[src/rtl/pcb_pkg.sv]
package pcb_pkg;
    localparam int DEF_ADDR_W     = 11;
    localparam int DEF_DATA_W     = 8;
    localparam int DEF_PAGE_BYTES = 16;

    function automatic int off_width(input int bytes);
        return (bytes > 1) ? $clog2(bytes) : 1;
    endfunction
endpackage

[src/rtl/pcb_page_store.sv]
module pcb_page_store #(
    parameter int DATA_W     = 8,
    parameter int PAGE_BYTES = 16,
    parameter int OFF_W      = 4
) (
    input  logic              clk,
    input  logic              rst_n,
    input  logic              wr_en,
    input  logic [OFF_W-1:0]  wr_idx,
    input  logic [DATA_W-1:0] wr_data,
    input  logic              clr,
    input  logic [OFF_W-1:0]  rd_idx,
    output logic [DATA_W-1:0] rd_data,
    output logic              rd_valid,
    output logic              any_valid
);
    logic [PAGE_BYTES-1:0] valid_d, valid_q;
    logic [DATA_W-1:0]     data_d [PAGE_BYTES];
    logic [DATA_W-1:0]     data_q [PAGE_BYTES];

    for (genvar i = 0; i < PAGE_BYTES; i++) begin : g_entry
        always_comb begin
            valid_d[i] = valid_q[i];
            data_d[i]  = data_q[i];
            if (clr) begin
                valid_d[i] = 1'b0;
            end else if (wr_en && (wr_idx == OFF_W'(i))) begin
                valid_d[i] = 1'b1;
                data_d[i]  = wr_data;
            end
        end

        always_ff @(posedge clk) begin
            if (!rst_n) begin
                valid_q[i] <= 1'b0;
                data_q[i]  <= '0;
            end else begin
                valid_q[i] <= valid_d[i];
                data_q[i]  <= data_d[i];
            end
        end
    end

    assign rd_data   = data_q[rd_idx];
    assign rd_valid  = valid_q[rd_idx];
    assign any_valid = |valid_q;
endmodule

[src/rtl/pcb_prog_timer.sv]
module pcb_prog_timer #(
    parameter int PROG_CYCLES = 64,
    parameter int PAGE_BYTES  = 16,
    parameter int OFF_W       = 4
) (
    input  logic             clk,
    input  logic             rst_n,
    input  logic             run,
    output logic             done,
    output logic             scan_on,
    output logic [OFF_W-1:0] scan_idx
);
    localparam int CNT_W = (PROG_CYCLES > 2) ? $clog2(PROG_CYCLES) : 2;
    localparam logic [CNT_W-1:0] LAST     = CNT_W'(PROG_CYCLES - 1);
    localparam logic [CNT_W-1:0] SCAN_END = CNT_W'(PAGE_BYTES);

    logic [CNT_W-1:0] cnt_d, cnt_q;

    always_comb begin
        done  = run && (cnt_q == LAST);
        cnt_d = (run && !done) ? cnt_q + 1'b1 : '0;
    end

    always_ff @(posedge clk) begin
        if (!rst_n) cnt_q <= '0;
        else        cnt_q <= cnt_d;
    end

    assign scan_on  = run && (cnt_q < SCAN_END);
    assign scan_idx = cnt_q[OFF_W-1:0];
endmodule

[src/rtl/page_commit_buffer.sv]
module page_commit_buffer
    import pcb_pkg::*;
#(
    parameter int ADDR_W      = DEF_ADDR_W,
    parameter int DATA_W      = DEF_DATA_W,
    parameter int PAGE_BYTES  = DEF_PAGE_BYTES,
    parameter int PROG_CYCLES = 250000
) (
    input  logic              clk,
    input  logic              rst_n,
    input  logic              addr_load_i,
    input  logic [ADDR_W-1:0] addr_i,
    input  logic              load_i,
    input  logic [DATA_W-1:0] load_data_i,
    input  logic              commit_i,
    output logic              busy_o,
    output logic              arr_we_o,
    output logic [ADDR_W-1:0] arr_addr_o,
    output logic [DATA_W-1:0] arr_wdata_o
);
    localparam int OFF_W  = off_width(PAGE_BYTES);
    localparam int PAGE_W = ADDR_W - OFF_W;

    typedef struct packed {
        logic              busy;
        logic [PAGE_W-1:0] page;
        logic [OFF_W-1:0]  ptr;
    } ctl_t;

    ctl_t ctl_d, ctl_q;

    logic take_addr, take_commit, take_load, start;
    logic done, scan_on, rd_valid, any_valid;
    logic [OFF_W-1:0]  scan_idx;
    logic [DATA_W-1:0] rd_data;

    always_comb begin
        take_addr   = !ctl_q.busy && addr_load_i;
        take_commit = !ctl_q.busy && !addr_load_i && commit_i;
        take_load   = !ctl_q.busy && !addr_load_i && !commit_i && load_i;
        start       = take_commit && any_valid;

        ctl_d = ctl_q;
        if (take_addr) begin
            ctl_d.page = addr_i[ADDR_W-1:OFF_W];
            ctl_d.ptr  = addr_i[OFF_W-1:0];
        end
        if (take_load) ctl_d.ptr  = ctl_q.ptr + 1'b1;
        if (start)     ctl_d.busy = 1'b1;
        if (done)      ctl_d.busy = 1'b0;
    end

    always_ff @(posedge clk) begin
        if (!rst_n) ctl_q <= '0;
        else        ctl_q <= ctl_d;
    end

    pcb_page_store #(
        .DATA_W(DATA_W), .PAGE_BYTES(PAGE_BYTES), .OFF_W(OFF_W)
    ) u_store (
        .clk(clk), .rst_n(rst_n),
        .wr_en(take_load), .wr_idx(ctl_q.ptr), .wr_data(load_data_i),
        .clr(take_addr || done),
        .rd_idx(scan_idx), .rd_data(rd_data), .rd_valid(rd_valid),
        .any_valid(any_valid)
    );

    pcb_prog_timer #(
        .PROG_CYCLES(PROG_CYCLES), .PAGE_BYTES(PAGE_BYTES), .OFF_W(OFF_W)
    ) u_timer (
        .clk(clk), .rst_n(rst_n), .run(ctl_q.busy),
        .done(done), .scan_on(scan_on), .scan_idx(scan_idx)
    );

    assign busy_o      = ctl_q.busy;
    assign arr_we_o    = scan_on && rd_valid;
    assign arr_addr_o  = {ctl_q.page, scan_idx};
    assign arr_wdata_o = rd_data;
endmodule

[config.mk]
export PLATFORM = sky130hd
export DESIGN_NAME = page_commit_buffer
export DESIGN_NICKNAME = d
export VERILOG_FILES = /design/src/rtl/pcb_pkg.sv /design/src/rtl/pcb_page_store.sv /design/src/rtl/pcb_prog_timer.sv /design/src/rtl/page_commit_buffer.sv
export SDC_FILE = /design/constraint.sdc
export NUM_CORES = 1
export LEC_CHECK = 0
export CORE_ASPECT_RATIO = 1.2
export CORE_UTILIZATION = 50
export DETAILED_ROUTE_END_ITERATION = 6
export HOLD_SLACK_MARGIN = 0.08
export PLACE_DENSITY = 0.75
export RECOVER_POWER = 100
export SYNTH_ARGS = -nofsm -noshare
export SYNTH_HDL_FRONTEND = slang
export SYNTH_HIERARCHICAL = 1
export SYNTH_SLANG_ARGS = --single-unit
[constraint.sdc]
create_clock -name clk -period 5.9 [get_ports clk]
set_input_delay 1.18 -clock clk [delete_from_list [all_inputs] [get_ports clk]]
set_output_delay 1.18 -clock clk [all_outputs]
set_load 0.005 [all_outputs]
# Yosys cells after proc, flatten, opt, wreduce, memory -nomap -nowiden
# Memories as Yosys holds them, arrays and structs flattened. A register that Yosys moved wholly into a read port is not among the register bits.
# Index checks and enable logic that the tools add are counted.
# word_totals
register_bits,46
input_bits,24
mem_count,1
elab_cells,198
output_inout_bits,21
mem_bits_rw,128
# op_classes
muxes,55
add_sub_neg,2
magnitude_cmp,2
eq_ne,48
n_reduce_logical,53
bitwise,17
# memory_table
memory,depth,word_bits,read_ports,rd_ports_with_merged_regs,wr,line,source
u_store.data_q,16,8,1,1,16,pcb_page_store.sv:19,logic [DATA_W-1:0] data_q [PAGE_BYTES];
# op_table
cell,n
$mux W8,48
$reduce_and A3 Y1,16
$eq A4 B4 Y1 const B,8
$ne A2 B2 Y1 const B,16
$logic_and A1 B1 Y1,26
$add A18 B1 Y18 const B,1
$eq A18 B18 Y1 const B,1
$lt A18 B5 Y1 const B,1
$eq A4 B3 Y1 const B,4
$ne A1 B1 Y1 const B,16
$or A1 B1 Y1,16
$reduce_or A16 Y1,1
$mux W4,3
$eq A4 B2 Y1 const B,2
$lt A4 B5 Y1 const B,1
$add A4 B1 Y4 const B,1
$bmux W1 S4,1
$eq A4 B1 Y1 const B,1
$logic_not A1 Y1,4
$logic_not A4 Y1,1
$reduce_or A2 Y1,2
$mux W1,3
$reduce_and A2 Y1,1
$reduce_bool A2 Y1,1
2 further kinds,2

# Depth between registers and ports, before layout
# Gate-level depths: netlist (run 1).
# depth
word_depth,8
mapped_depth,11
depth_no_buf,8

# By module
# The synthesis (run 1) kept the hierarchy.
# by_module_without_submodules
module,area_each_um2,cells_per_inst,n_inst,seq_area_each_um2
pcb_page_store,6366.1,475,1,4164.0
pcb_prog_timer,884.6,100,1,360.3
page_commit_buffer,566.8,70,1,240.2

# Least setup slack after synthesis (run 1)
# No wires, ideal clock.
# synth_path
path_kind,in2reg
startpoint,in addr_load_i
endpoint,"mem u_store.data_q[1][0], enable pin"
n_path_buf,0
setup_time_ps,384
arrival_ps,2874
setup_slack_ps,2642
stages,5
path_cell_list,or4b_4 -> inv_1 -> nor2b_1 -> nand2_1 -> o21ai_0
# synth_rtl
item,line,source
from (decl),page_commit_buffer.sv:11,"input logic addr_load_i,"
to (decl),pcb_page_store.sv:19,

==> results of run 1 <==
==> layer usage <==
metal  global-route usage  up-vias  part of all wire
met5                    0        -                 0
met4                0.158        0             0.048
met3               0.0691       67             0.099
met2                0.435      343              0.51
met1                0.304     2642              0.35
li1                     -     2389                 -
==> cell usage after synthesis, types with 2 or more instances <==
library cell / n
nor2b_1: 6
dfxtp_1: 46
nand4_1: 9
clkdlybuf4s25_2: 3
edfxtp_1: 128
nand2b_1: 4
inv_1: 5
ha_1: 2
nor4_1: 7
or3_1: 4
o21ai_0: 34
mux4_2: 21
nand2_1: 79
and4_1: 3
buf_2: 3
xor2_1: 11
nand3_1: 15
mux4_1: 15
a22oi_1: 19
and2b_1: 2
a31oi_1: 2
nor2_1: 146
or4_1: 2
buf_1: 2
and2_1: 5
clkbuf_1: 23
buf_4: 14
a21oi_1: 14
buf_6: 3
==> power groups by stage <==
stage | Sequential [W] | Combinational [W] | Clock [W]
floorplan | 0.00138 | 0.0000742 | 0
global placement | 0.00138 | 0.000132 | 0
detailed placement | 0.00139 | 0.000135 | 0
CTS | 0.00136 | 0.000136 | 0.00111
global route | 0.00136 | 0.000143 | 0.00115
finish | 0.00136 | 0.000135 | 0.00110
==> sequential cells by signal, summed over array words and instances, names as in the netlist <==
signal,flops
u_timer/cnt_q,18
u_store/data_q,128
arr_addr_o,7
u_store/valid_q,16
busy_o,1
ctl_q,4
==> worst max-delay path: stages, from the launching register on <==
cell and delay [ns]:
dfxtp_2 0.95, clkbuf_1 0.80, mux4_1 0.73, a22oi_1 0.24, nand2_1 0.07, dlygate4sd3_1 0.57
==> final cells by class <==
class | instances | area, um^2
Clock buffer | 17 | 425
Clock inverter | 14 | 151
Inverter | 5 | 18.8
Sequential cell | 174 | 4770
Tap cell | 204 | 255
Fill cell | 1232 | 6350
Timing Repair Buffer | 55 | 485
Multi-Input combinational cell | 416 | 2700
==> logic make-up after synthesis <==
group | after synthesis | synth area share
adder cells (fa/ha/maj) | 2 | 0.00320
multiplexers | 36 | 0.111
AND/OR/NAND/NOR | 290 | 0.161
XOR/XNOR | 12 | 0.0134
flip-flops | 174 | 0.609
buffers and inverters | 55 | 0.0423
AO/OA/AOI/OAI | 76 | 0.0592
==> per-stage QoR <==
step / instances / area [um^2] / hold slack, ns
floorplan: 645 / 7820 / 0.426
global placement: 853 / 8280 / 0.445
detailed placement: 853 / 8280 / 0.450
CTS: 884 / 8850 / 0.462
global route: 885 / 8800 / 0.490
finish: 885 / 8800 / 0.458
==> path summary, 6_finish.rpt <==
check	start	depth (start not counted)	endpoint	slack, ns
worst max-delay path	u_timer/cnt_q[0]$_SDFF_PN0_	5	arr_wdata_o[7]	0.91
worst min-delay path	arr_addr_o[8]$_SDFFE_PN0P_	2	arr_addr_o[8]$_SDFFE_PN0P_	0.46
worst max register to register	u_timer/cnt_q[1]$_SDFF_PN0_	9	u_store/data_q[9][0]$_SDFFCE_PN0P_	1.60
worst min register to register	arr_addr_o[8]$_SDFFE_PN0P_	2	arr_addr_o[8]$_SDFFE_PN0P_	0.46
==> metrics.csv, run 1 <==
metric,value,unit
synth_edf_count,128,
die_h,139,um
wl_per_cell,22.5,um
cap_viol_max_count,5,
cts.sinks,174,
yosysUniqueCellTypes,47,
grt_pass1_vias,5422,
antenna_cells,0,
ir_drop,202,uV
hold_violations,0,
start_util,0.516,
die_w,116,um
dp_worst_setup_slack,1.65,ns
area_growth,12.5,%
grt-ovfl-total,0,
syn_inst,645,
vias,5441,
path_max_fanout,29,
endpoint_kind,primary output,
via_per_inst,6.15,
cts_buffers,17,
tightest_slew,2.12,ns
yosysWarnings,6,
nets,695,
drt_iter0_markers,734,
violations,"max-capacitance violations, max-slew violations",
hold_class,reg -> reg,
antenna_found_initial,0,
syn_area,7820,um^2
drt_wl_total,19.9,mm
grt_use_total,0.263,
clockBufferDepth,2,
fmax,200,MHz
synth-seq-cells,174,
io_buffers,44,
fin_crit_sh,0.847,
post_cts_buffers,0,
fin_util,0.581,
cts_tree,built,
grt_max_degree,37,
syn_area_per_cell,12.1,um^2
ys.flop_type,edfxtp_1,
total_power,0.00260,W
clock_power_share,0.424,
cts_resized,0,
gp_congestion,0.933,
leakagePower,2.96,nW
layout_commonest_cell,nor2_1,
grt_pass1_wl,30.3,mm
clock_latency,0.43,ns
netSwitchingFraction,0.213,
drtPass1Iterations,6,
core,15100,um^2
yosysTopAreaCellShare,0.492,
root_buffer,clkbuf_16,
drive_gt1_frac,0.0778,
fin_skew,0.00862,ns
path_class,reg -> out,
row_count,49,
io-pin-count,45,
syn_nets,671,
p_sw,0.000553,W
die_area,16100,um^2
setup_ws,0.905,ns
rsz0062_at_grt,false,
detail-route-antenna-nets,0,
hpwl,13.4,mm
fin_tns_setup,0,ns
intPower,0.00205,W
required,4.72,ns
ys_seq_area_frac,0.609,
status,"complete, but fails checks",
yosys.area.top_type,edfxtp_1,
finalSetupViolations,0,
slew_violations,73,
holdBufCountCts,0,
critPathArrivalTime,3.81,ns
htreeDepth,4,
netlist_top_cells_area,"edfxtp_1, dfxtp_1, nor2_1, mux4_2, mux4_1",
drc_errors,0,
start_kind,register,
pwr-share-comb,0.052,
min_period,4.99,ns
async_reset_ff_frac,0,
relSlewSlack,-0.429,
final_cell_mix,"nor2_1, edfxtp_1, nand2_1",
power_density,296,nW/um^2
p_seq_frac,0.524,
clk_pin_slew_worst_paths,0.06,ns
No activity file was read; power rests on OpenSTA's default activity.
==> run 2, diff against run 1 <==
PLACE_DENSITY = 0.77   (was 0.75)
clock period = 4.1 ns   (was 5.9 ns; I/O delays follow)
==> metrics.csv, run 2 (synthesis gave the netlist of run 1 again) <==
metric,value,unit,change
gp_congestion,0.915,,-2.0%
min_from,arr_addr_o[8]$_SDFFE_PN0P_,,
hold_violations,0,,unchanged
ir_drop,323,uV,+60%
holdBufCountCts,0,,unchanged
relSlewSlack,0.122,,+0.551
largestRegisters,"u_store/data_q x128, u_timer/cnt_q x18, u_store/valid_q x16",,
intPower,0.00285,W,+39%
path_buf_inv,2,,unchanged
layout_commonest_cell,nor2_1,,
core,15100,um^2,unchanged
leakagePower,2.98,nW,+0.51%
clock_latency,0.44,ns,about the same
wl_met2,9.65,mm,-4.4%
regMostFlops,u_store/data_q,,
power_density,415,nW/um^2,+40%
largest_reg_flops,128,,unchanged
detail-route-antenna-nets,0,,unchanged
p_seq_frac,0.534,,+0.010
clockBufferDepth,2,,unchanged
grt-ovfl-total,0,,unchanged
area_growth,13.2,%,
final_cell_mix,"nor2_1, edfxtp_1, nand2_1",,
io-pin-count,45,,unchanged
critPathArrivalTime,2.96,ns,-0.85 ns
place_area,8400,um^2,+1.4%
cts_tree,built,,
finalNonFillerCells,899,,+1.6%
fin_tns_setup,0,ns,unchanged
die_area,16100,um^2,unchanged
finalSetupViolations,0,,unchanged
drc_errors,0,,unchanged
via_per_inst,6.00,,-2.3%
cts_resized,0,,unchanged
cts_buffers,17,,unchanged
vias,5398,,-0.79%
htreeDepth,4,,unchanged
start_util,0.516,,unchanged
stdcell_area,8850,um^2,+0.55%
fin_skew,0.0103,ns,+0.00173 ns
grt_pass1_vias,5382,,-0.74%
path_class,reg -> out,,
cts.sinks,174,,unchanged
drt_wl_total,19.0,mm,-4.5%
min_period,3.78,ns,
clock_power_share,0.413,,-0.011
wl_met1,6.79,mm,-1.5%
row_count,49,,unchanged
top_layer,met4,,
drtPass1Iterations,5,,-1
nFillCells,1248,,+1.3%
clk_pin_slew_worst_paths,0.07,ns,about the same
rr_startpoint,u_timer/cnt_q[0]$_SDFF_PN0_,,
hold_class,reg -> reg,,
grt_pass1_wl,29.2,mm,-3.6%
antenna_cells,0,,unchanged
met3WireLength,1.75,mm,-11%
post-place-cells,867,,+1.6%
path_cells,clkbuf_2 -> mux4_1 -> a22oi_1 -> nand2_1 -> dlygate4sd3_1,,
antenna_found_initial,0,,unchanged
drive_gt1_frac,0.0863,,+0.00850
fin_util,0.584,,+0.00322
netSwitchingFraction,0.224,,+0.0110
die_w,116,um,unchanged
cap_viol_max_count,0,,-5
grt_max_degree,37,,unchanged
endpoint_kind,primary output,,
root_buffer,clkbuf_16,,
rsz0062_at_grt,false,,
max_stage_delay,0.81,ns,-0.14 ns
post_cts_buffers,0,,unchanged
cp_slowest_cell,clkbuf_2,,
pwr-share-comb,0.054,,+0.002
tightest_slew,1.32,ns,-0.804 ns
wl_per_cell,21.1,um,-6.0%
start_kind,register,,
grt_use_total,0.254,,-0.00876
cp_top_family,buffers and inverters,,
fmax,265,MHz,
io_buffers,44,,unchanged
p_sw,0.000820,W,+48%
drt_iter0_markers,668,,-9.0%
path_max_fanout,36,,+24%
seqCellArea,4770,um^2,unchanged
fin_crit_sh,0.922,,
slew_violations,0,,-100%
multiInputGateArea,2700,um^2,unchanged
crit_start,u_timer/cnt_q[1]$_SDFF_PN0_,,
required,3.28,ns,-1.44 ns
nets,708,,+1.9%
hpwl,13.1,mm,-2.2%
status,"complete, no violations",,
die_h,139,um,unchanged
==> run 2: changes by cell type in the layout (fill, tap and decap cells not counted), sizes merged <==
| cell | previous run | this run |
|---|---|---|
| buf | 1 | 4 |
| clkdlybuf4s50 | 23 | 29 |
| bufinv | 3 | 1 |
| inv | 5 | 9 |
| clkbuf | 27 | 40 |
| clkinv | 7 | 3 |
| dlygate4sd3 | 21 | 15 |
==> run 2: layout make-up <==
type | instances | area share
repair buffers | 68 | 0.0635
clock buffers | 20 | 0.0494
inverters | 5 | 0.00212
flip-flops and latches | 174 | 0.539
clock inverters | 12 | 0.0127
well taps | 204 | 0.0289
multi-input cells | 416 | 0.305
==> run 2: power by group through the flow <==
stage	Clock, W	Sequential, W	Combinational [W]
floorplan	0	0.00199	0.000107
finish	0.00151	0.00196	0.000197
global placement	0	0.00199	0.000198
global route	0.00160	0.00196	0.000209
CTS	0.00153	0.00196	0.000205
detailed placement	0	0.00199	0.000203
==> run 2: tightest hold or removal path, delay by kind of cell, from the launching register on <==
family           cells  cell delay (ns)
AO/OA/AOI/OAI        1             0.05
flip-flops           1             0.31
AND/OR/NAND/NOR      1             0.05
==> run 2: final timing paths <==
| check | to | cells after the start | slack [ns] |
|---|---|---|---|
| max | arr_wdata_o[4] | 5 | 0.32 |
| min | arr_addr_o[8]$_SDFFE_PN0P_ | 2 | 0.46 |
| max reg2reg | u_store/data_q[2][6]$_SDFFCE_PN0P_ | 9 | 0.47 |
| min reg2reg | arr_addr_o[8]$_SDFFE_PN0P_ | 2 | 0.46 |
==> run 2: metal layers <==
metal / track usage / vias to the layer above
met5: 0 / -
met4: 0.132 / 0
met3: 0.0830 / 65
met2: 0.412 / 297
met1: 0.300 / 2627
li1: - / 2409
==> run 2: stage by stage <==
stage,hold WS (ns),power [W],worst slack (ns)
global placement,0.445,0.00219,0.956
global route,0.484,0.00377,0.201
finish,0.456,0.00367,0.320
detailed placement,0.449,0.00220,0.921
floorplan,0.426,0.00209,1.20
CTS,0.459,0.00369,0.487
